File: src/rtl/simd_slice_pkg.sv
package simd_slice_pkg;

  typedef enum logic [1:0] {
    EW8  = 2'd0,
    EW16 = 2'd1,
    EW32 = 2'd2,
    EW64 = 2'd3
  } ew_mode_e;

  // Number of partitions spanned by one element in a given mode.
  function automatic int unsigned parts_per_elem(input logic [1:0] m);
    return 32'd1 << m;
  endfunction

endpackage

File: src/rtl/simd_part_mask.sv
module simd_part_mask #(
  parameter int unsigned NPART = 8
) (
  input  logic [1:0]       mode,
  output logic [NPART-2:0] bnd_mask
);
  localparam int unsigned IW = $clog2(NPART) + 2;

  logic [IW-1:0] grp_m;

  always_comb begin
    grp_m = IW'(simd_slice_pkg::parts_per_elem(mode) - 1);
  end

  // A boundary after partition b is an element edge when b+1 is a multiple
  // of the group size.
  for (genvar b = 0; b < NPART - 1; b++) begin : g_bnd
    always_comb begin
      bnd_mask[b] = ((IW'(b + 1) & grp_m) == '0);
    end
  end

endmodule

File: src/rtl/simd_field_route.sv
module simd_field_route #(
  parameter int unsigned NPART  = 8,
  parameter int unsigned PART_W = 8,
  parameter int unsigned SL_LO  = 3,
  parameter int unsigned SW     = 3
) (
  input  logic [NPART*PART_W-1:0] din,
  input  logic [NPART-2:0]        bnd_mask,
  output logic [NPART*SW-1:0]     fields
);

  logic unused_din_bits;
  assign unused_din_bits = ^din;

  for (genvar p = 0; p < NPART; p++) begin : g_fld
    logic lead;
    if (p == 0) begin : g_first
      assign lead = 1'b1;
    end else begin : g_rest
      assign lead = bnd_mask[p-1];
    end

    always_comb begin
      if (lead) fields[p*SW +: SW] = din[p*PART_W + SL_LO +: SW];
      else      fields[p*SW +: SW] = '0;
    end
  end

endmodule

File: src/rtl/simd_out_stage.sv
module simd_out_stage #(
  parameter int unsigned W       = 8,
  parameter bit          OUT_REG = 1'b1
) (
  input  logic         clk,
  input  logic         rst_n,
  input  logic         en,
  input  logic [W-1:0] d,
  output logic [W-1:0] q
);

  if (OUT_REG) begin : g_reg
    logic [W-1:0] q_r, q_nxt;

    always_comb begin
      q_nxt = q_r;
      if (en) q_nxt = d;
    end

    always_ff @(posedge clk or negedge rst_n) begin
      if (!rst_n) q_r <= '0;
      else        q_r <= q_nxt;
    end

    assign q = q_r;
  end else begin : g_pass
    logic unused_ctl;
    assign unused_ctl = clk ^ rst_n ^ en;
    assign q = d;
  end

endmodule

File: src/rtl/simd_lane_slicer.sv
module simd_lane_slicer #(
  parameter int unsigned NPART   = 8,
  parameter int unsigned PART_W  = 8,
  parameter int unsigned SL_LO   = 3,
  parameter int unsigned SL_HI   = 6,
  parameter bit          OUT_REG = 1'b1
) (
  input  logic                              clk,
  input  logic                              rst_n,
  input  logic [1:0]                        mode,
  input  logic [NPART*PART_W-1:0]           din,
  output logic [NPART*(SL_HI-SL_LO)-1:0]    dout,
  output logic [NPART-2:0]                  part_mask
);
  import simd_slice_pkg::*;

  localparam int unsigned SW  = SL_HI - SL_LO;
  localparam int unsigned DW  = NPART * SW;
  localparam int unsigned MW  = NPART - 1;
  localparam int unsigned OW  = DW + MW;

  initial begin
    assert (SL_LO < SL_HI && SL_HI <= PART_W && NPART >= 8)
      else $error("slice bounds must lie inside one partition");
  end

  logic [MW-1:0] bnd_mask;
  logic [DW-1:0] fields;
  logic [OW-1:0] stage_q;

  simd_part_mask #(.NPART(NPART)) u_mask (
    .mode     (mode),
    .bnd_mask (bnd_mask)
  );

  simd_field_route #(
    .NPART (NPART), .PART_W(PART_W), .SL_LO(SL_LO), .SW(SW)
  ) u_route (
    .din      (din),
    .bnd_mask (bnd_mask),
    .fields   (fields)
  );

  simd_out_stage #(.W(OW), .OUT_REG(OUT_REG)) u_stage (
    .clk   (clk),
    .rst_n (rst_n),
    .en    (1'b1),
    .d     ({bnd_mask, fields}),
    .q     (stage_q)
  );

  assign dout      = stage_q[DW-1:0];
  assign part_mask = stage_q[OW-1:DW];

  if (OUT_REG) begin : g_chk
    assert_field0_R2: assert property (@(posedge clk) disable iff (!rst_n)
      1'b1 |=> dout[SW-1:0] == $past(din[SL_LO +: SW]));

    assert_top_byte_R3: assert property (@(posedge clk) disable iff (!rst_n)
      mode == EW8 |=> dout[(NPART-1)*SW +: SW] == $past(din[(NPART-1)*PART_W + SL_LO +: SW]));

    assert_pad_32_R5: assert property (@(posedge clk) disable iff (!rst_n)
      mode == EW32 |=> dout[SW +: SW] == '0 && dout[4*SW +: SW] == $past(din[4*PART_W + SL_LO +: SW]));

    assert_pad_64_R6: assert property (@(posedge clk) disable iff (!rst_n)
      mode == EW64 |=> (dout >> SW) == '0);

    assert_mask_count_R7: assert property (@(posedge clk) disable iff (!rst_n)
      1'b1 |=> $countones(part_mask) == (NPART >> $past(mode)) - 1);

    assert_reset_clear_R8: assert property (@(posedge clk)
      !rst_n |-> dout == '0 && part_mask == '0);
  end

endmodule

File: config.mk
export PLATFORM = sky130hd
export DESIGN_NAME = simd_lane_slicer
export DESIGN_NICKNAME = d
export VERILOG_FILES = /design/src/rtl/simd_slice_pkg.sv /design/src/rtl/simd_part_mask.sv /design/src/rtl/simd_field_route.sv /design/src/rtl/simd_out_stage.sv /design/src/rtl/simd_lane_slicer.sv
export SDC_FILE = /design/constraint.sdc
export NUM_CORES = 1
export LEC_CHECK = 0
export ABC_AREA = 1
export BUFFER_PORTS_ARGS = -buffer_cell sky130_fd_sc_hd__buf_4
export CAP_MARGIN = 20
export CELL_PAD_IN_SITES_DETAIL_PLACEMENT = 0
export CELL_PAD_IN_SITES_GLOBAL_PLACEMENT = 1
export CORE_UTILIZATION = 28
export DETAILED_ROUTE_END_ITERATION = 16
export PLACE_DENSITY_LB_ADDON = 0.08
export REMOVE_ABC_BUFFERS = 1
export SLEW_MARGIN = 25
export SYNTH_ARGS = -nofsm -noshare
export SYNTH_HDL_FRONTEND = slang
export SYNTH_HIERARCHICAL = 1
export SYNTH_SLANG_ARGS = --single-unit
File: constraint.sdc
create_clock -name clk -period 0.8 [get_ports clk]
set_input_delay 0.12 -clock clk [delete_from_list [all_inputs] [get_ports clk]]
set_output_delay 0.12 -clock clk [all_outputs]
set_load 0.005 [all_outputs]
### Yosys cells after proc, flatten, opt, wreduce, memory -nomap -nowiden

Cells that the tools add are included.

| cells by class | value |
|---|---|
| add/subtract/negate cells | 1 |
| multiply operators | 0 |
| divide/modulo/power cells | 0 |
| $lt $le $gt $ge | 0 |
| equal/unequal tests | 0 |
| shifts and indexed selects | 1 |
| multiplexer cells | 7 |
| bitwise logic cells | 0 |
| reduce and logical (&&, ||, !) cells | 7 |

Operator list:

| operator | number |
|---|---|
| 5-bit zero test | 7 |
| 3-bit two-way mux | 7 |
| 1-bit by 2-bit << shifter with 3-bit output, first input constant | 1 |
| 3-bit by 1-bit subtractor with 3-bit output, second input constant | 1 |

| storage, ports and cells | value |
|---|---|
| flip-flop bits (word level) | 31 |
| latch bits | 0 |
| memory bits (writable) | 0 |
| bits in read-only memories | 0 |
| input bits | 68 |
| memories | 0 |

### Logic depth before layout (Yosys ltp)

Gate-level depths: netlist of the first run.

| depth | value |
|---|---|
| depth after elaboration | 4 |
| depth in mapped cells | 6 |
| gate-level depth less buffers | 5 |

### By module

The synthesis of the first run kept the hierarchy.

Modules (own cells, without submodules):

| module | instances | cells an instance | area an instance (um^2) | seq. area each (um^2) |
|---|---|---|---|---|
| simd_out_stage | 1 | 131 | 1158.6 | 775.7 |
| simd_field_route | 1 | 45 | 180.2 | 0.0 |
| simd_part_mask | 1 | 7 | 37.5 | 0.0 |
| simd_lane_slicer | 1 | 1 | 3.8 | 0.0 |

### Worst setup path before layout of the first run

OpenSTA, ideal clock, no wires.

| timing path | value |
|---|---|
| path type | input-to-reg |
| start point | input mode[1] |
| end point | register u_stage.g_reg.q_r[10], in the netlist u_stage/q[10] |
| library setup time | 0.065 ns |
| data arrival time | 0.731 ns |
| data required time | 0.735 ns |
| path slack | 0.004 ns |
| stages | 6 |
| cell sequence | nor2_1 -> buf_4 -> nand2_1 -> inv_1 -> nand2_1 -> nand2_1 |

| between the ends | value |
|---|---|
| word-level cells in the longest chain between the ends | 4 |

Ends and longest elaborated chain:

| what | line | RTL |
|---|---|---|
| start, declared | simd_lane_slicer.sv:10 | `input logic [1:0] mode,` |
| 1-bit by 2-bit << shifter with 3-bit output | simd_slice_pkg.sv:12 | `return 32'd1 << m;` |
| 3-bit by 1-bit subtractor with 3-bit output | simd_part_mask.sv:12 | `grp_m = IW'(simd_slice_pkg::parts_per_elem(mode) - 1);` |
| 5-bit zero test | simd_part_mask.sv:19 | `bnd_mask[b] = ((IW'(b + 1) & grp_m) == '0);` |
| via bnd_mask[2] | simd_lane_slicer.sv:27 | `logic [MW-1:0] bnd_mask;` |
| 3-bit two-way mux | simd_field_route.sv:24 | `if (lead) fields[p*SW +: SW] = din[p*PART_W + SL_LO +: SW];` |
| via fields[10] | simd_lane_slicer.sv:28 | `logic [DW-1:0] fields;` |
| end signal, assigned | simd_out_stage.sv:22 | `else q_r <= q_nxt;` |
| end, declared | simd_out_stage.sv:13 | `logic [W-1:0] q_r, q_nxt;` |

The timed path passes the listed nets, and every way through them passes these cells.

### Final worst setup path of the first run

| timing path | value |
|---|---|
| start point | register u_stage.g_reg.q_r[29], in the netlist u_stage/q[29] |
| end point | output part_mask[5] |

RTL lines:

| what | line | RTL |
|---|---|---|
| end, declared | simd_lane_slicer.sv:13 | `output logic [NPART-2:0] part_mask` |

No word-level cell between the ends.

==> metrics.log, run 1 <==
INFO  metric fin_nets = 330
INFO  metric core_ar = 4720 um2
INFO  metric dieWidth = 72.2 um
INFO  metric via_count = 1267
INFO  metric layout_common_cells = sky130_fd_sc_hd__nand2_1, sky130_fd_sc_hd__buf_4, sky130_fd_sc_hd__buf_6, sky130_fd_sc_hd__dfrtp_1, sky130_fd_sc_hd__inv_1
INFO  metric rsz0062_at_grt = yes
INFO  metric gp_congestion = 0.635
INFO  metric static-leakage-power = 1.40 nW
INFO  metric worst_slack = -0.120 ns
INFO  metric critical_path.n_buffers_inverters = 1
INFO  metric cts.clk_slew.worst_paths = 0.06 ns
INFO  metric fmax = about 1100 MHz
INFO  metric largest_voltage_drop_on_the_vdd_net = 0.750 mV
INFO  metric worst_path_dominant_cell_family = flip-flops
INFO  metric max_cap_violations = 0
INFO  metric place_worst_setup_slack = -0.0687 ns
INFO  metric worst-endpoint-arrival = 0.80 ns
INFO  metric cpPeakStageDelay = around 0.40 ns
INFO  metric final_common_cell = sky130_fd_sc_hd__nand2_1
INFO  metric yosysSeqAreaShare = 56.2%
INFO  metric diodes = 0
INFO  metric endpoint_kind = output pin
INFO  metric report.final.hold_viol_count = 0
INFO  metric grtUsageTotal = 13.8%
INFO  metric netlist-cell-type-count = 8
INFO  metric wl_per_cell = 10.2 um
INFO  metric ratio_of_total_power_to_cell_area = roughly 1700 nW/um2
INFO  metric number_of_iterations_in_the_first_detailed_routing_pass = 4
INFO  metric vias_in_the_first_global_route = roughly 1100
INFO  metric htree_num_levels = 2
INFO  metric design.portCount = 99
INFO  metric synth.ff_latch_count = 31
INFO  metric worstPathCellList = buf_6
INFO  metric placed_area = 1870 um2
INFO  metric final_cell_area = 2230 um2
INFO  metric numPlacedInstances = 303
INFO  metric largest_register_ffs = 31
INFO  metric pin_count_of_the_biggest_net_entering_global_routing = 32
INFO  metric initial_core_util = 29.2%
INFO  metric drt_first_iter_violations = 52
INFO  metric area.sequential = between 700 and 800 um2
INFO  metric die_h = slightly above 70 um
INFO  metric violations = setup timing
INFO  metric portBuffers = 58
INFO  metric core.rowCount = 25
INFO  metric via_per_inst = 3.84
INFO  metric worst_path_max_delay_cell = sky130_fd_sc_hd__dfrtp_1
INFO  metric start_kind = flop
INFO  metric areaGrowthSynthToFinish = 61.5%
INFO  metric holdCritPathClass = primary input to flop
INFO  metric multiInputGateArea = 454 um2
INFO  metric route.detailed.drc = 0
INFO  metric clock_sink_count = 31
INFO  metric totalWireLength = between 3 and 4 mm
INFO  metric post-route-period-util = 115%
INFO  metric holdWs = 0.0389 ns
INFO  metric dieArea = between 5000 and 6000 um2
INFO  metric antenna_found_initial = 0
INFO  metric cts_tree = done
INFO  metric drive_above_1_share = 32.7%
INFO  metric timing.setup.critical_path_class = flop to output pin
INFO  metric cts_made_buffers = 5
INFO  metric timing.final.max_slew_violations = 0
INFO  metric crit_path_max_fanout = 2
INFO  metric post_synth_main_area_contributors = sky130_fd_sc_hd__dfrtp_1, sky130_fd_sc_hd__nand2_1, sky130_fd_sc_hd__inv_1
INFO  metric dp_hpwl = 2.08 mm
INFO  metric final-setup-viol-count = 31
INFO  metric cts_max_path_buffers = 2
INFO  metric ys_warn_count = 6
INFO  metric layout.filler_cells = 510
INFO  metric grt_pass1_wl = roughly 5.3 mm
INFO  metric clk_root_buffer_cell = sky130_fd_sc_hd__clkbuf_8
INFO  metric finalCriticalPeriod = roughly 0.92 ns
INFO  metric final_cells = 330
INFO  metric outcome = finished with violations
INFO  metric drt.antenna.violating_nets = 0
INFO  metric netlist.area_leader.share = 56.2%
INFO  metric worst_path_required = a little under 0.7 ns
INFO  metric postLayoutCoreUtil = 47.2%
INFO  metric syn_std_cell_area = 1380 um2
INFO  metric synth.avg_cell_area = 7.50 um2
INFO  metric postSynthCellCount = 184
INFO  metric grt.overflow.total = 0
INFO  metric post-synth-top-area-cell = sky130_fd_sc_hd__dfrtp_1
[routing by layer]
layer,global-route usage [%],wire length (um),vias up
met5,0,0,-
met4,5.88,56,0
met3,5.69,209,5
met2,20.9,1490,36
met1,17.4,1600,560
li1,-,-,666
[layout make-up]
type,instances,share of cell area [%]
clock buffer,8,4.49
sequential,31,34.8
inverter,24,4.04
timing repair buffer,79,32.5
multi-input combinational,121,20.4
tap,67,3.76
[logic make-up (layout without fill, tap and decap cells)]
| logic type | after synthesis | count (layout) | synth area share (%) |
|---|---|---|---|
| other | 1 | 5 | 0.272 |
| and+or+nand+nor | 116 | 116 | 31.5 |
| buffers and inverters | 36 | 111 | 12.0 |
| DFF | 31 | 31 | 56.2 |
[power by group]
group	switching [W]	internal [W]	leakage (nW)	total [W]
logic	0.000274	0.000440	0.943	0.000715
registers	0.0000835	0.00168	0.402	0.00177
clock network	0.000563	0.000784	0.0515	0.00135
total	0.000921	0.00291	1.40	0.00383
[repair_timing]
item / CTS / global route
hold endpoints to repair: 31 / 0
resized for setup: 31 / 0
buffers inserted: 8 / 10
endpoints found under the setup margin: 31 / 31
hold buffers: 1 / 0
[worst paths after layout]
kind,from,to,cells past startpoint
max,u_stage/q[29],part_mask[5],1
min,din[5],u_stage/q[2],3
max in group asynchronous,rst_n,u_stage/q[17],2
min in group asynchronous,rst_n,u_stage/q[2],2
[cell usage after synthesis]
master	number
sky130_fd_sc_hd__nand2_1	115
sky130_fd_sc_hd__dfrtp_1	31
sky130_fd_sc_hd__inv_1	23
sky130_fd_sc_hd__buf_2	6
sky130_fd_sc_hd__buf_4	6
sky130_fd_sc_hd__conb_1	1
sky130_fd_sc_hd__inv_2	1
sky130_fd_sc_hd__nor2_1	1
[per-stage QoR]
stage               setup TNS, ns  total power [W]
finish                      -3.39          0.00383
global route                -4.41          0.00405
CTS                         -3.81          0.00383
detailed placement         -0.749          0.00231
global placement           -0.999          0.00231
floorplan                   -2.19          0.00195
(Power assumes the default switching activity.)
==> run 2: changes to the inputs <==
Settings changed: BUFFER_PORTS_ARGS -buffer_cell sky130_fd_sc_hd__buf_4 to default, CORE_UTILIZATION 28 to 43, DONT_BUFFER_PORTS from default to 1, PLACE_DENSITY from default to 0.81, PLACE_DENSITY_LB_ADDON 0.08 to default.
==> run 2 against run 1 <==
- critical path depth is 1 lower
- combinational power down 56%
- setup slack gained 0.067 ns
- worst hold slack lost 0.56 ns
- utilization rose by 7.0 points
- power shrank 25%
- the run ends with hold timing, setup timing left
- highest routed layer unchanged
- sequential power is essentially flat
==> metrics.log, run 2 (synthesis gave the netlist of run 1 again) <==
INFO  metric cts.clk_slew.worst_paths = 0.09 ns (+0.03 ns)
INFO  metric totalWireLength = 3.03 mm (-9.8%)
INFO  metric diodes = 0 (unchanged)
INFO  metric via_count = 1152 (-9.1%)
INFO  metric grtUsageTotal = 19.3% (+5.5 points)
INFO  metric cts_made_buffers = 5 (unchanged)
INFO  metric grt.overflow.total = 0 (unchanged)
INFO  metric layout_common_cells = sky130_fd_sc_hd__nand2_1, sky130_fd_sc_hd__dfrtp_1, sky130_fd_sc_hd__inv_1, sky130_fd_sc_hd__dlygate4sd3_1
INFO  metric post-route-period-util = 107% (-8.4 points)
INFO  metric portBuffers = 0 (-100%)
INFO  metric worst_slack = -0.0531 ns (+0.0670 ns)
INFO  metric static-leakage-power = 1.05 nW (-25%)
INFO  metric holdCritPathClass = primary input to asynchronous set/reset pin
INFO  metric largest_voltage_drop_on_the_vdd_net = 0.704 mV (-6.2%)
INFO  metric initial_core_util = 45.2% (+16 points)
INFO  metric met3_wirelength = 239 um (+14%)
INFO  metric start_kind = flop
INFO  metric clock_sink_count = 31 (unchanged)
INFO  metric route.detailed.drc = 0 (unchanged)
INFO  metric antenna_found_initial = 0 (unchanged)
INFO  metric cts_tree = done
INFO  metric final-setup-viol-count = 31 (unchanged)
INFO  metric violations = hold timing, setup timing
INFO  metric timing.setup.critical_path_class = flop to output pin
INFO  metric met1Wirelength = 1.18 mm (-26%)
INFO  metric ratio_of_total_power_to_cell_area = 1740 nW/um2 (+1.5%)
INFO  metric die_h = 58.7 um (-19%)
INFO  metric cts_max_path_buffers = 2 (unchanged)
INFO  metric route.top_layer_used = met4
INFO  metric largest_register_ffs = 31 (unchanged)
INFO  metric met2_wirelength = 1.49 mm (-0.13%)
INFO  metric clk_root_buffer_cell = sky130_fd_sc_hd__clkbuf_4
INFO  metric drt.antenna.violating_nets = 0 (unchanged)
INFO  metric outcome = finished with violations
INFO  metric areaGrowthSynthToFinish = 19.9%
INFO  metric design.portCount = 99 (unchanged)
INFO  metric final_cell_area = 1650 um2 (-26%)
INFO  metric pin_count_of_the_biggest_net_entering_global_routing = 32 (unchanged)
INFO  metric report.final.hold_viol_count = 31 (+31)
INFO  metric via_per_inst = 4.61 (+20%)
INFO  metric placed_area = 1390 um2 (-26%)
INFO  metric core.rowCount = 20 (-20%)
INFO  metric fin_nets = 275 (-17%)
INFO  metric timing.final.max_slew_violations = 0 (unchanged)
INFO  metric wl_per_cell = 12.1 um (+19%)
INFO  metric drt_first_iter_violations = 30 (-42%)
INFO  metric endpoint_kind = output pin
INFO  metric drive_above_1_share = 4.37% (-28 points)
INFO  metric htree_num_levels = 2 (unchanged)
INFO  metric setup-tns-final = -1.29 ns (+2.10 ns)
INFO  metric fmax = 1170 MHz (+7.9%)
INFO  metric vias_in_the_first_global_route = 1125 (+1.1%)
INFO  metric gp_congestion = 0.682 (+7.4%)
INFO  metric finalCriticalPeriod = 0.853 ns (-0.0670 ns)
INFO  metric worst_path_required = 0.68 ns (about the same)
INFO  metric dp_hpwl = 1.86 mm (-11%)
INFO  metric holdWs = -0.517 ns (-0.556 ns)
INFO  metric number_of_iterations_in_the_first_detailed_routing_pass = 5 (+1)
INFO  metric max_cap_violations = 0 (unchanged)
INFO  metric dieWidth = 58.7 um (-19%)
INFO  metric worst-endpoint-arrival = 0.73 ns (-0.07 ns)
INFO  metric postCtsHoldBufs = 22 (+21)
INFO  metric final_common_cell = sky130_fd_sc_hd__nand2_1
INFO  metric post-cts-setup-buffer-count = 0 (-8)
INFO  metric core_ar = 3050 um2 (-35%)
INFO  metric layout.filler_cells = 315 (-38%)
INFO  metric dieArea = 3440 um2 (-34%)
INFO  metric rsz0062_at_grt = yes
INFO  metric crit_path_max_fanout = 2 (unchanged)
INFO  metric grt_pass1_wl = 4.77 mm (-10%)
## run 2: cell types whose count changed in the layout (fill, tap and decap cells not counted), sizes merged
cell | previous run | this run
dlymetal6s4s | 0 | 1
dlygate4sd3 | 1 | 21
clkbuf | 8 | 6
buf | 78 | 2
## run 2: metal layers
layer | global-route usage (%) | up-vias
met1 | 19.5 | 529
li1 | - | 555
met5 | 0 | -
met4 | 11.6 | 0
met2 | 33.8 | 57
met3 | 7.03 | 11
## run 2: repair_timing
action / 4_1_cts / 5_1_grt
endpoints found under the hold margin: 54 / 31
setup endpoints to repair: 31 / 34
gates resized for setup: 0 / 2
cloned: 0 / 0
## run 2: report_power, final
group          internal, W  switching [W]
clock network     0.000312       0.000486
logic             0.000149       0.000168
registers          0.00168      0.0000892
## run 2: worst paths after layout
kind | cells after the start | slack, ns | end | startpoint
max in group asynchronous | 0 | 1.24 | u_stage/q[10] | rst_n
setup / recovery | 0 | -0.05 | part_mask[1] | u_stage/q[25]
hold / removal | 0 | -0.52 | u_stage/q[18] | rst_n
min in group clk | 4 | 0.02 | u_stage/q[12] | din[35]
## run 2: final cells by class
type / instances / area [um2] / share of cell area, %
Multi-Input combinational cell: 121 / 454 / 27.5
Timing Repair Buffer: 24 / 238 / 14.4
Sequential cell: 31 / 776 / 46.9
Clock buffer: 6 / 41.3 / 2.50
Tap cell: 44 / 55.1 / 3.33
Inverter: 24 / 90.1 / 5.45
## run 2: metrics by stage
| stage | util, % | hold slack (ns) | total power (W) | setup WS [ns] | cells |
|---|---|---|---|---|---|
| global placement | 45.5 | -0.175 | 0.00200 | 0.0548 | 222 |
| global route | 54.2 | -0.550 | 0.00305 | -0.0939 | 250 |
| finish | 54.2 | -0.517 | 0.00289 | -0.0531 | 250 |
| detailed placement | 45.5 | -0.175 | 0.00201 | 0.0390 | 222 |
| floorplan | - | -0.176 | 0.00195 | -0.155 | 176 |
| CTS | 54.1 | -0.536 | 0.00290 | -0.0763 | 250 |
